**src/rtl/capcom_pkg.sv**
```systemverilog
package capcom_pkg;

   localparam int MODE_W     = 4;
   localparam int ADDR_CTRL  = 0;
   localparam int ADDR_RELD  = 1;
   localparam int ADDR_TIME  = 2;
   localparam int ADDR_MODE  = 3;
   localparam int ADDR_CHAN  = 4;

   typedef struct packed {
      logic is_cap;
      logic is_cmp;
      logic cap_rise;
      logic cap_fall;
      logic cmp_irq;
      logic cmp_tog;
   } chan_ctl_t;

   function automatic chan_ctl_t decode_mode(input logic [MODE_W-1:0] m);
      chan_ctl_t c;
      c.is_cap   = !m[3] && !m[2];
      c.is_cmp   = !m[3] &&  m[2];
      c.cap_rise = !m[3] && !m[2] && m[0];
      c.cap_fall = !m[3] && !m[2] && m[1];
      c.cmp_irq  = !m[3] &&  m[2] && m[0];
      c.cmp_tog  = !m[3] &&  m[2] && m[1];
      return c;
   endfunction

endpackage

```
**src/rtl/capcom_prescaler.sv**
```systemverilog
module capcom_prescaler #(
   parameter int SEL_W      = 3,
   parameter int BASE_SHIFT = 3
) (
   input  logic             clk,
   input  logic             rst_n,
   input  logic             run,
   input  logic [SEL_W-1:0] sel,
   output logic             tick
);
   localparam int DIV_W = BASE_SHIFT + (1 << SEL_W) - 1;

   if (SEL_W < 1 || SEL_W > 4) begin : g_bad_sel
      $error("capcom_prescaler: SEL_W out of range");
   end
   if (BASE_SHIFT < 1) begin : g_bad_shift
      $error("capcom_prescaler: BASE_SHIFT must be at least 1");
   end

   logic [DIV_W-1:0] div_cnt;
   logic [DIV_W-1:0] div_lim;

   always_comb begin
      div_lim = DIV_W'((64'd1 << (BASE_SHIFT + 32'(sel))) - 64'd1);
      tick    = run && (div_cnt == div_lim);
   end

   always_ff @(posedge clk or negedge rst_n) begin
      if (!rst_n)            div_cnt <= '0;
      else if (!run || tick) div_cnt <= '0;
      else                   div_cnt <= div_cnt + 1'b1;
   end

   // a tick is never followed by another tick on the next clock
   p_tick_gap_r3: assert property (@(posedge clk) disable iff (!rst_n)
      tick |=> !tick);

   // a stopped divider produces no tick
   p_no_tick_stopped_r3: assert property (@(posedge clk) disable iff (!rst_n)
      !run |-> !tick);

endmodule

```
**src/rtl/capcom_timebase.sv**
```systemverilog
module capcom_timebase #(
   parameter int CNT_W = 16
) (
   input  logic             clk,
   input  logic             rst_n,
   input  logic             tick,
   input  logic             wr_time,
   input  logic             wr_reload,
   input  logic [CNT_W-1:0] wdata,
   output logic [CNT_W-1:0] tb_value,
   output logic [CNT_W-1:0] reload,
   output logic             stepped
);
   if (CNT_W < 4) begin : g_bad_width
      $error("capcom_timebase: CNT_W too small");
   end

   logic at_top;
   assign at_top = &tb_value;

   always_ff @(posedge clk or negedge rst_n) begin
      if (!rst_n) begin
         tb_value <= '0;
         reload   <= '0;
         stepped  <= 1'b0;
      end else begin
         if (wr_reload) reload <= wdata;
         if (wr_time)    tb_value <= wdata;
         else if (tick)  tb_value <= at_top ? reload : tb_value + 1'b1;
         stepped <= tick && !wr_time;
      end
   end

   // stepping from all ones restarts from the reload value
   p_wrap_reload_r4: assert property (@(posedge clk) disable iff (!rst_n)
      (tick && !wr_time && at_top) |=> (tb_value == $past(reload)));

   // any other step adds one
   p_step_plus_one_r4: assert property (@(posedge clk) disable iff (!rst_n)
      (tick && !wr_time && !at_top) |=> (tb_value == $past(tb_value) + 1'b1));

   // without a tick or a write the value is held
   p_hold_r3: assert property (@(posedge clk) disable iff (!rst_n)
      (!tick && !wr_time) |=> $stable(tb_value));

endmodule

```
**src/rtl/capcom_channel.sv**
```systemverilog
module capcom_channel
   import capcom_pkg::*;
#(
   parameter int CNT_W = 16,
   parameter int SYNC_STAGES = 2
) (
   input  logic              clk,
   input  logic              rst_n,
   input  logic [MODE_W-1:0] mode,
   input  logic [CNT_W-1:0]  tb_value,
   input  logic              stepped,
   input  logic              pin_in,
   input  logic              wr_cc,
   input  logic [CNT_W-1:0]  wdata,
   input  logic              irq_clr,
   output logic [CNT_W-1:0]  cc_value,
   output logic              irq,
   output logic              pin_out,
   output logic              pin_oe
);
   if (SYNC_STAGES < 1 || SYNC_STAGES > 4) begin : g_bad_sync
      $error("capcom_channel: SYNC_STAGES out of range");
   end

   chan_ctl_t ctl;
   logic [SYNC_STAGES:0] pin_pipe;
   logic pin_now, pin_prev;
   logic edge_up, edge_dn;
   logic cap_evt, match, irq_set, tog;

   always_comb begin
      ctl      = decode_mode(mode);
      pin_now  = pin_pipe[SYNC_STAGES-1];
      pin_prev = pin_pipe[SYNC_STAGES];
      edge_up  = pin_now && !pin_prev;
      edge_dn  = !pin_now && pin_prev;
      cap_evt  = (ctl.cap_rise && edge_up) || (ctl.cap_fall && edge_dn);
      match    = ctl.is_cmp && stepped && (tb_value == cc_value);
      irq_set  = cap_evt || (match && ctl.cmp_irq);
      tog      = match && ctl.cmp_tog;
      pin_oe   = ctl.is_cmp;
   end

   always_ff @(posedge clk or negedge rst_n) begin
      if (!rst_n) begin
         pin_pipe <= '0;
         cc_value <= '0;
         irq      <= 1'b0;
         pin_out  <= 1'b0;
      end else begin
         pin_pipe <= {pin_pipe[SYNC_STAGES-1:0], pin_in};
         if (cap_evt)    cc_value <= tb_value;
         else if (wr_cc) cc_value <= wdata;
         if (irq_set)      irq <= 1'b1;
         else if (irq_clr) irq <= 1'b0;
         if (tog) pin_out <= !pin_out;
      end
   end

   // a capture stores the time base value seen in that cycle
   p_capture_copy_r5: assert property (@(posedge clk) disable iff (!rst_n)
      cap_evt |=> (cc_value == $past(tb_value)));

   // a flag-setting event wins over a clear in the same cycle
   p_flag_set_wins_r11: assert property (@(posedge clk) disable iff (!rst_n)
      irq_set |=> irq);

   // a match is never signalled on two clocks in a row
   p_match_once_r8: assert property (@(posedge clk) disable iff (!rst_n)
      match |=> !match);

   // the output latch moves only on an enabled match
   p_toggle_r7: assert property (@(posedge clk) disable iff (!rst_n)
      tog |=> (pin_out != $past(pin_out)));
   p_quiet_r7: assert property (@(posedge clk) disable iff (!rst_n)
      !tog |=> $stable(pin_out));

   // a disabled channel neither captures nor signals
   p_disabled_r6: assert property (@(posedge clk) disable iff (!rst_n)
      (mode[3] && !wr_cc) |=> $stable(cc_value));

endmodule

```
**src/rtl/capcom_unit.sv**
```systemverilog
module capcom_unit
   import capcom_pkg::*;
#(
   parameter int CNT_W       = 16,
   parameter int NUM_CH      = 4,
   parameter int SEL_W       = 3,
   parameter int BASE_SHIFT  = 3,
   parameter int ADDR_W      = 4,
   parameter int SYNC_STAGES = 2
) (
   input  logic              clk,
   input  logic              rst_n,
   input  logic              wr_en,
   input  logic [ADDR_W-1:0] wr_addr,
   input  logic [CNT_W-1:0]  wr_data,
   input  logic [ADDR_W-1:0] rd_addr,
   output logic [CNT_W-1:0]  rd_data,
   input  logic [NUM_CH-1:0] pin_in,
   output logic [NUM_CH-1:0] pin_out,
   output logic [NUM_CH-1:0] pin_oe,
   input  logic [NUM_CH-1:0] irq_clr,
   output logic [NUM_CH-1:0] irq_flag
);
   localparam int MODE_BITS = NUM_CH * MODE_W;

   if (NUM_CH < 1 || MODE_BITS > CNT_W) begin : g_bad_ch
      $error("capcom_unit: mode word does not fit the data width");
   end
   if (ADDR_CHAN + NUM_CH > (1 << ADDR_W)) begin : g_bad_addr
      $error("capcom_unit: address width too small for the channel count");
   end
   if (SEL_W + 1 > CNT_W) begin : g_bad_ctrl
      $error("capcom_unit: control word does not fit the data width");
   end

   logic                 run;
   logic [SEL_W-1:0]     rate_sel;
   logic [MODE_BITS-1:0] mode_word;
   logic                 tick, stepped;
   logic [CNT_W-1:0]     tb_value, reload;
   logic [CNT_W-1:0]     cc_value [NUM_CH];
   logic [NUM_CH-1:0]    wr_cc;
   logic                 wr_ctrl, wr_mode, wr_time, wr_reload;

   assign wr_ctrl   = wr_en && (wr_addr == ADDR_W'(ADDR_CTRL));
   assign wr_reload = wr_en && (wr_addr == ADDR_W'(ADDR_RELD));
   assign wr_time   = wr_en && (wr_addr == ADDR_W'(ADDR_TIME));
   assign wr_mode   = wr_en && (wr_addr == ADDR_W'(ADDR_MODE));

   always_ff @(posedge clk or negedge rst_n) begin
      if (!rst_n) begin
         run       <= 1'b0;
         rate_sel  <= '0;
         mode_word <= '0;
      end else begin
         if (wr_ctrl) begin
            run      <= wr_data[0];
            rate_sel <= wr_data[SEL_W:1];
         end
         if (wr_mode) mode_word <= wr_data[MODE_BITS-1:0];
      end
   end

   capcom_prescaler #(.SEL_W(SEL_W), .BASE_SHIFT(BASE_SHIFT)) u_presc (
      .clk  (clk),
      .rst_n(rst_n),
      .run  (run),
      .sel  (rate_sel),
      .tick (tick)
   );

   capcom_timebase #(.CNT_W(CNT_W)) u_tbase (
      .clk      (clk),
      .rst_n    (rst_n),
      .tick     (tick),
      .wr_time  (wr_time),
      .wr_reload(wr_reload),
      .wdata    (wr_data),
      .tb_value (tb_value),
      .reload   (reload),
      .stepped  (stepped)
   );

   for (genvar k = 0; k < NUM_CH; k++) begin : g_chan
      assign wr_cc[k] = wr_en && (wr_addr == ADDR_W'(ADDR_CHAN + k));

      capcom_channel #(.CNT_W(CNT_W), .SYNC_STAGES(SYNC_STAGES)) u_chan (
         .clk     (clk),
         .rst_n   (rst_n),
         .mode    (mode_word[k*MODE_W +: MODE_W]),
         .tb_value(tb_value),
         .stepped (stepped),
         .pin_in  (pin_in[k]),
         .wr_cc   (wr_cc[k]),
         .wdata   (wr_data),
         .irq_clr (irq_clr[k]),
         .cc_value(cc_value[k]),
         .irq     (irq_flag[k]),
         .pin_out (pin_out[k]),
         .pin_oe  (pin_oe[k])
      );

      // a channel outside compare mode never drives its pin
      p_oe_mode_r10: assert property (@(posedge clk) disable iff (!rst_n)
         (mode_word[k*MODE_W+3] || !mode_word[k*MODE_W+2]) |-> !pin_oe[k]);
   end

   always_comb begin
      rd_data = '0;
      if (rd_addr == ADDR_W'(ADDR_CTRL)) rd_data = CNT_W'({rate_sel, run});
      if (rd_addr == ADDR_W'(ADDR_RELD)) rd_data = reload;
      if (rd_addr == ADDR_W'(ADDR_TIME)) rd_data = tb_value;
      if (rd_addr == ADDR_W'(ADDR_MODE)) rd_data = CNT_W'(mode_word);
      for (int k = 0; k < NUM_CH; k++) begin
         if (rd_addr == ADDR_W'(ADDR_CHAN + k)) rd_data = cc_value[k];
      end
   end

   // a stopped time base that is not written keeps its value
   p_stopped_hold_r3: assert property (@(posedge clk) disable iff (!rst_n)
      (!run && !wr_time) |=> $stable(tb_value));

   // a register write is visible on the next read of that address
   p_reload_write_r2: assert property (@(posedge clk) disable iff (!rst_n)
      wr_reload |=> (reload == $past(wr_data)));

endmodule

```
**config.mk**
```make
export PLATFORM = sky130hd
export DESIGN_NAME = capcom_unit
export DESIGN_NICKNAME = d
export VERILOG_FILES = /design/src/rtl/capcom_pkg.sv /design/src/rtl/capcom_prescaler.sv /design/src/rtl/capcom_timebase.sv /design/src/rtl/capcom_channel.sv /design/src/rtl/capcom_unit.sv
export SDC_FILE = /design/constraint.sdc
export NUM_CORES = 1
export LEC_CHECK = 0
export BUFFER_PORTS_ARGS = -buffer_cell sky130_fd_sc_hd__buf_4
export CAP_MARGIN = 10
export CORE_MARGIN = 4
export CORE_UTILIZATION = 37
export CTS_CLUSTER_DIAMETER = 60
export DETAILED_ROUTE_END_ITERATION = 7
export PLACE_DENSITY_LB_ADDON = 0.25
export SLEW_MARGIN = 10
export SYNTH_ARGS = -nofsm -noshare
export SYNTH_HDL_FRONTEND = slang
export SYNTH_SLANG_ARGS = --single-unit
```
**constraint.sdc**
```tcl
create_clock -name clk -period 2.6 [get_ports clk]
set_input_delay 0.13 -clock clk [delete_from_list [all_inputs] [get_ports clk]]
set_output_delay 0.13 -clock clk [all_outputs]
set_load 0.02 [all_outputs]
```
* Word-level counts from Yosys, hierarchy flattened *
Cells that the tools add are included.
W data, S select, Z words.

storage, ports and cells
  bits in read-only memories = 0
  RAM bits = 0
  memories = 0
  bits in latches = 0
  output and inout bits = 28
  bits of input ports = 35
  flip-flop bits (word level) = 147

operators by class
  reductions and logical operators = 109
  bitwise gates (word level) = 0
  add/subtract/negate cells = 4
  shift-type cells = 1
  $lt $le $gt $ge = 0
  div/mod/pow operators = 0
  multiply operators = 0
  equal/unequal tests = 19
  multiplexer cells = 28

operators by type and width
  kind                     number
  $mux W16                 18
  $logic_and A1 B1 Y1      66
  $eq A16 B16 Y1           4
  $eq A4 B3 Y1 const B     8
  $shl A1 B32 Y10 const A  1
  $logic_not A1 Y1         22
  $reduce_bool A2 Y1       9
  $add A16 B1 Y16 const B  1
  $eq A4 B2 Y1 const B     4
  $reduce_and A16 Y1       1
  $add A10 B1 Y10 const B  1
  $eq A10 B10 Y1           1
  $mux W10                 1
  $sub A10 B1 Y10 const B  1
  $logic_or A1 B1 Y1       9
  $eq A4 B1 Y1 const B     2
  $logic_not A4 Y1         2
  $mux W1                  8
  $add A2 B3 Y4 const A    1
  $mux W4                  1

* Logic depth before layout (Yosys ltp) *
Gate-level depths: netlist (run 1).

  word-level depth = 9
  mapped depth = 9
  mapped depth without buffers = 7

* Modules after synthesis *
Synthesis (run 1) repeated with hierarchy kept, for this count alone.

unflattened totals
  cell total of the unflattened synthesis = 921
  area, all modules = 8881.0 um^2

by module, submodules not included
  module            area each (um^2)  cells each  times used  seq. area each (um^2)
  capcom_channel    1106.1            107         4           525.5
  capcom_unit       1898.1            222         1           500.5
  capcom_timebase   1791.7            180         1           825.8
  capcom_prescaler  767.0             91          1           250.2

* Worst setup path before layout (run 1) *
No wires, ideal clock.

  kind = register to register
  start = register u_presc.div_cnt[0]
  end = register u_tbase.tb_value[4]
  data arrival time = 1.950 ns
  stages on the path, launching flop included = 8
  data required time = 2.504 ns
  slack = 0.554 ns
  setup time = 0.096 ns
  cells stage by stage = dfrtp_1 ha_1 and4_1 and4_1 or2_4 nand4_4 mux2_4 a311oi_2

between the ends
  longest elaborated chain between the ends = 3

ends and longest elaborated chain
  item                          RTL line                text
  start: declaration            capcom_prescaler.sv:20  logic [DIV_W-1:0] div_cnt;
  start signal: assignment      capcom_prescaler.sv:31  else div_cnt <= div_cnt + 1'b1;
  $eq A10 B10 Y1                capcom_prescaler.sv:25  tick = run && (div_cnt == div_lim);
  $logic_and A1 B1 Y1           capcom_prescaler.sv:25
  $reduce_bool A2 Y1 (no line)  --
  end signal: assignment        capcom_timebase.sv:28   if (wr_time) tb_value <= wdata;
  end signal: assignment        capcom_timebase.sv:29   else if (tick) tb_value <= at_top ? reload : tb_value + 1'b1;
  end: declaration              capcom_timebase.sv:10   output logic [CNT_W-1:0] tb_value,

Every way passes these cells.
A chain may end at the register's enable or synchronous reset.

* Final worst setup path (run 1) *
  start = register u_tbase.tb_value[2]
  end = output rd_data[2]

between the ends
  longest elaborated chain between the ends = 6

ends and longest elaborated chain
  item                   RTL line            text
  $mux W16               capcom_unit.sv:112  if (rd_addr == ADDR_W'(ADDR_TIME)) rd_data = tb_value;
  $mux W16               capcom_unit.sv:113  if (rd_addr == ADDR_W'(ADDR_MODE)) rd_data = CNT_W'(mode_word);
  $mux W16 (4 in a row)  capcom_unit.sv:115  if (rd_addr == ADDR_W'(ADDR_CHAN + k)) rd_data = cc_value[k];
  end: declaration       capcom_unit.sv:17   output logic [CNT_W-1:0] rd_data,

Every way passes these cells.

==> metrics.txt, run 1 <==
status=complete, no violations; Hold Path Class=primary input to flop; signal arrival time at the worst endpoint=2.34 ns; DIE WIDTH=161 um; Initial Utilization=0.380; routability cong.=0.936; Fmax=about 0.40 GHz; setup TNS=0 ns; Mapped Cells=900; endpoints failing setup=0; I/O Buffers=between 60 and 70; metal2 WL=12600 um; Root Buffer Master=clkbuf_16; placed insts=1255; DP Area=between 9000 and 10000 um2; CTS tree=built; fin nets=1016; Setup crit end kind=primary output; final max-slew violation count=0; Die Height=161 um; most frequent cells in the layout=dfrtp_1 (147), buf_4 (112), nor2_1 (110), a21oi_1 (91), mux2i_1 (86); via count=~7300; Clock Latency Late Sink=roughly 0.43 ns; Slew headroom=0.569; Final Hold Fails=0; first-pass GRT wire length=approximately 44000 um; Pre-antenna DRT Iters=5; Max Cap Viol=0; PwrDens=893 nW/um2; vias in the first global route=slightly above 7000; Sink Count=147; critical path, cell by cell=mux4_2, mux2i_1, nor2_1, a221oi_1, o21ai_0, buf_4; syn nets=approximately 940; most common cell after layout, fill and taps aside=dfrtp_1; EDFF count, synth=0; Startpoint Class=flop; largest net degree at the start of global routing=68; Worst-path clk slew=0.06 ns; Diodes inserted=0; DRC violations left=0; Worst Tran Pin Value=~0.65 ns; core area=22900 um2; drt wl/cell=21.4 um; final core occ=0.454; num rows=55; Ys Warns=0; async set-reset flop share out of synthesis=1.00; Required @ worst endpoint=2.47 ns; Cell Area, Synth=8710 um2; drt via density=5.60; layout cells sized above 1=0.205; Slowest cell on crit path=dfrtp_1; total grt overflow=0; die area=approximately 26000 um2; Seq/Total Area, Yosys=0.423; Tot Pwr=0.00929 W; crit path kind=flop to primary output; top sig layer=met4; WL final=27900 um; post-route cell area=10400 um2; I/O Pins=63; DP HPWL=roughly 20000 um; WL met3=1940 um; minimum clock period=2.47 ns; RSZ-0062 raised after global routing=false; Leak=4.48 nW; Post-CTS Setup Bufs=0; Final ANT Viol Nets=0; GRT Overall Usage=0.219; Synth-to-Final Area Change=19.5%; skew final=0.00893 ns; clk buf depth=2; initial drt markers=590; Non-Filler Instances=approximately 1300; Num CTS Buffers=17; most common flop cell mapped by yosys=dfrtp_1; crit-path leading delay family=multiplexers; period utilization=0.950; critical path fanouts, max=15; CTS HTree Levels=4; register bit count reported by yosys=147; Yosys cell types=62; DRT met1 WL=12600 um; Critical Path Max Stage Delay=0.59 ns; syn avg cell area=around 9.7 um2; antenna violations before repair=0; VDD IR-drop max=0.342 mV; CP bufs+invs=1
-- what timing repair did --
action | CTS | global route
endpoints found under the hold margin | 88 | 0
hold buffers | 18 | 0
gates resized for setup | 0 | 0
-- cell usage after synthesis, types with 10 or more instances --
cell type,instances,share of area
dfrtp_1,147,0.42
nor2_1,110,0.047
a21oi_1,91,0.052
mux2i_1,86,0.099
xnor2_1,56,0.056
nand2_1,47,0.020
mux2_2,43,0.056
clkbuf_1,33,0.014
xor2_1,26,0.026
nand3_1,25,0.014
buf_2,22,0.013
nand4_1,22,0.016
o21ai_0,17,0.0098
buf_4,13,0.011
nand2b_1,13,0.0093
nor4_1,12,0.0086
o21ai_1,10,0.0057
-- cell families (layout without fill, tap and decap cells) --
| logic type | count (synthesis) | after routing | share of synthesized area |
|---|---|---|---|
| AO/OA/AOI/OAI | 181 | 181 | 0.131 |
| XOR/XNOR | 82 | 82 | 0.0825 |
| adder cells (fa/ha/maj) | 2 | 2 | 0.00287 |
| buffers and inverters | 82 | 172 | 0.0450 |
| flip-flops | 147 | 147 | 0.423 |
| multiplexers | 132 | 132 | 0.161 |
| AND/OR/NAND/NOR | 274 | 274 | 0.155 |
-- report_power, final --
part           switching, W  leakage, nW  total [W]  internal (W)
combinational       0.00150         2.44    0.00287       0.00137
clock              0.000989        0.283    0.00254       0.00155
sequential         0.000877         1.76    0.00388       0.00300
-- through the flow --
stage	setup slack (ns)	hold slack, ns
global placement	0.413	0.192
detailed placement	0.378	0.190
floorplan	0.554	-0.166
global route	0.00695	0.0100
finish	0.129	0.0144
CTS	0.0863	0.00293
-- flip-flops by register name, summed over array words and instances (netlist names) --
name,count
run,1
u_tbase.tb_value,16
rate_sel,3
g_chan.u_chan.pin_out,4
u_presc.div_cnt,10
u_tbase.stepped,1
g_chan.u_chan.pin_pipe,12
g_chan.u_chan.cc_value,64
u_tbase.reload,16
g_chan.u_chan.irq,4
mode_word,16
-- layout make-up --
cell class,count,area [um2]
clock buffers,22,464
clock inverters,8,128
fillers,2219,12500
inverters,9,33.8
multi-input cells,671,4640
flip-flops and latches,147,3680
well taps,313,392
repair buffers,133,1070
-- tightest hold or removal path, stage by stage --
cell     delay, ns
buf_4         0.16
nand2_1       0.06
o21ai_1       0.05
-- layer usage --
| layer | track usage | up-vias |
|---|---|---|
| li1 | - | 3357 |
| met1 | 0.313 | 3602 |
| met2 | 0.332 | 284 |
| met3 | 0.0467 | 49 |
| met4 | 0.0710 | 0 |
| met5 | 0 | - |
-- worst paths after layout --
path / from / endpoint / slack [ns] / cells after the start
setup / recovery: u_tbase.tb_value[2]$_DFFE_PN0P_ / rd_data[2] / 0.13 / 6
max in group asynchronous: rst_n / g_chan[2].u_chan.cc_value[7]$_DFFE_PN0P_ / 1.59 / 3
min in group asynchronous: rst_n / u_presc.div_cnt[3]$_DFF_PN0_ / 0.28 / 2
setup reg to reg: u_tbase.tb_value[2]$_DFFE_PN0P_ / u_tbase.tb_value[13]$_DFFE_PN0P_ / 0.33 / 7
hold reg to reg: g_chan[1].u_chan.pin_pipe[0]$_DFF_PN0_ / g_chan[1].u_chan.pin_pipe[1]$_DFF_PN0_ / 0.35 / 0
hold / removal: wr_data[1] / u_tbase.tb_value[1]$_DFFE_PN0P_ / 0.01 / 3
(Power assumes the default switching activity.)
==> inputs of run 2 (changes only) <==
--- a/config.mk
+++ b/config.mk
@@ -13,3 +13,3 @@
 export DETAILED_ROUTE_END_ITERATION = 7
-export PLACE_DENSITY_LB_ADDON = 0.25
+export PLACE_DENSITY = 0.59
 export SLEW_MARGIN = 10
--- a/constraint.sdc
+++ b/constraint.sdc
@@ -3,2 +3,2 @@
 set_output_delay 0.13 -clock clk [all_outputs]
-set_load 0.02 [all_outputs]
+set_load 0.1 [all_outputs]
==> metrics.txt, run 2 (same netlist as run 1, synthesis figures left out) <==
Pre-antenna DRT Iters=6; Clock Latency Late Sink=0.42 ns; vias in the first global route=7306; Setup crit end kind=primary output; CTS HTree Levels=4; Slew headroom=0.505; RSZ-0062 raised after global routing=false; core area=22900 um2; Post-CTS Setup Bufs=0; Max Cap Viol=0; Die Height=161 um; Required @ worst endpoint=2.47 ns; status=complete, no violations; Leak=4.48 nW; Tot Pwr=0.00986 W; drt via density=5.56; routability cong.=0.965; I/O Pins=63; crit path kind=flop to primary output; VDD IR-drop max=0.450 mV; DP HPWL=19600 um; period utilization=0.929; DRC violations left=0; I/O Buffers=62; first-pass GRT wire length=44300 um; antenna violations before repair=0; Worst-path clk slew=0.06 ns; Worst Tran Pin Value=around 0.74 ns; Root Buffer Master=clkbuf_16; post-route cell area=10400 um2; DRT met1 WL=12900 um; PwrDens=945 nW/um2; endpoints failing setup=0; metal2 WL=between 10000 and 15000 um; Hold Path Class=primary input to flop; WL final=28200 um; minimum clock period=2.41 ns; layout cells sized above 1=0.209; final max-slew violation count=0; Non-Filler Instances=1301; placed insts=between 1000 and 1500; DIE WIDTH=161 um; most common cell after layout, fill and taps aside=dfrtp_1; most frequent cells in the layout=dfrtp_1 (147), nor2_1 (110), buf_4 (109), a21oi_1 (89), mux2i_1 (86); Initial Utilization=0.380; signal arrival time at the worst endpoint=~2.3 ns; Synth-to-Final Area Change=19.8%; Post-CTS Resized=0; DP Area=9630 um2; via count=7235; max reg flops=64; Startpoint Class=flop; Most flops, register=g_chan.u_chan.cc_value; Diodes inserted=0; clk buf depth=2; Final Hold Fails=0; Fmax=0.414 GHz; GRT Overall Usage=0.220; top sig layer=met4; critical path fanouts, max=9; total grt overflow=0; num rows=55; CTS tree=built; drt wl/cell=21.7 um; largest net degree at the start of global routing=74; fin nets=between 1000 and 1500; skew final=0.00900 ns; Num CTS Buffers=17; final core occ=0.455; setup TNS=0 ns; WL met3=approximately 1900 um; die area=approximately 26000 um2; initial drt markers=683; Sink Count=147; Final ANT Viol Nets=0
-- run 2: cell types whose count changed in the layout (fill, tap and decap cells not counted), sizes merged --
cell / change
inv: -1
buf: -3
bufinv: +1
clkinvlp: +1
-- run 2: worst paths after layout --
| kind | from | end | slack, ns | cells after the start |
|---|---|---|---|---|
| worst max-delay path | u_tbase.tb_value[2]$_DFFE_PN0P_ | rd_data[2] | 0.19 | 6 |
| worst min-delay path | wr_data[0] | u_tbase.tb_value[0]$_DFFE_PN0P_ | 0.02 | 3 |
| worst max register to register | u_tbase.tb_value[12]$_DFFE_PN0P_ | g_chan[1].u_chan.pin_out$_DFFE_PN0P_ | 0.22 | 7 |
| worst min register to register | g_chan[1].u_chan.pin_pipe[0]$_DFF_PN0_ | g_chan[1].u_chan.pin_pipe[1]$_DFF_PN0_ | 0.35 | 0 |
| max in group asynchronous | rst_n | g_chan[0].u_chan.pin_out$_DFFE_PN0P_ | 1.50 | 3 |
| min in group asynchronous | rst_n | u_presc.div_cnt[8]$_DFF_PN0_ | 0.31 | 2 |
-- run 2: metal layers --
layer | global-route usage | vias up
met2 | 0.345 | 287
met5 | 0 | -
met4 | 0.0632 | 0
li1 | - | 3345
met1 | 0.315 | 3564
met3 | 0.0337 | 39
-- run 2: repair_timing --
item                                    in CTS  in global routing
hold endpoints to repair                    92                  0
endpoints found under the setup margin       0                  0
hold buffers                                18                  0
-- run 2: metrics by stage --
| stage | worst slack (ns) | hold WS (ns) |
|---|---|---|
| 3_5_place_dp | 0.341 | 0.221 |
| 6_report | 0.186 | 0.0164 |
| 3_3_place_gp | 0.344 | 0.218 |
| 2_1_floorplan | 0.0528 | -0.166 |
| 4_1_cts | 0.154 | 0.00209 |
| 5_1_grt | 0.0655 | 0.0193 |
-- run 2: critical path, stage by stage, from the launching register on --
cell      delay (ns)
dfrtp_1         0.51
mux4_2          0.53
mux2i_1         0.15
nor2_1          0.06
a221oi_1        0.22
o21ai_1         0.15
buf_4           0.26
-- run 2: cell type report --
| type | instances | area, um2 |
|---|---|---|
| Tap cell | 313 | 392 |
| Inverter | 9 | 33.8 |
| Clock inverter | 9 | 153 |
| Multi-Input combinational cell | 671 | 4650 |
| Fill cell | 2225 | 12500 |
| Clock buffer | 22 | 474 |
| Timing Repair Buffer | 130 | 1050 |
| Sequential cell | 147 | 3680 |
-- run 2: where the power goes --
part           switching, W  internal (W)
Clock              0.000976       0.00168
Sequential         0.000879       0.00300
Combinational       0.00196       0.00137
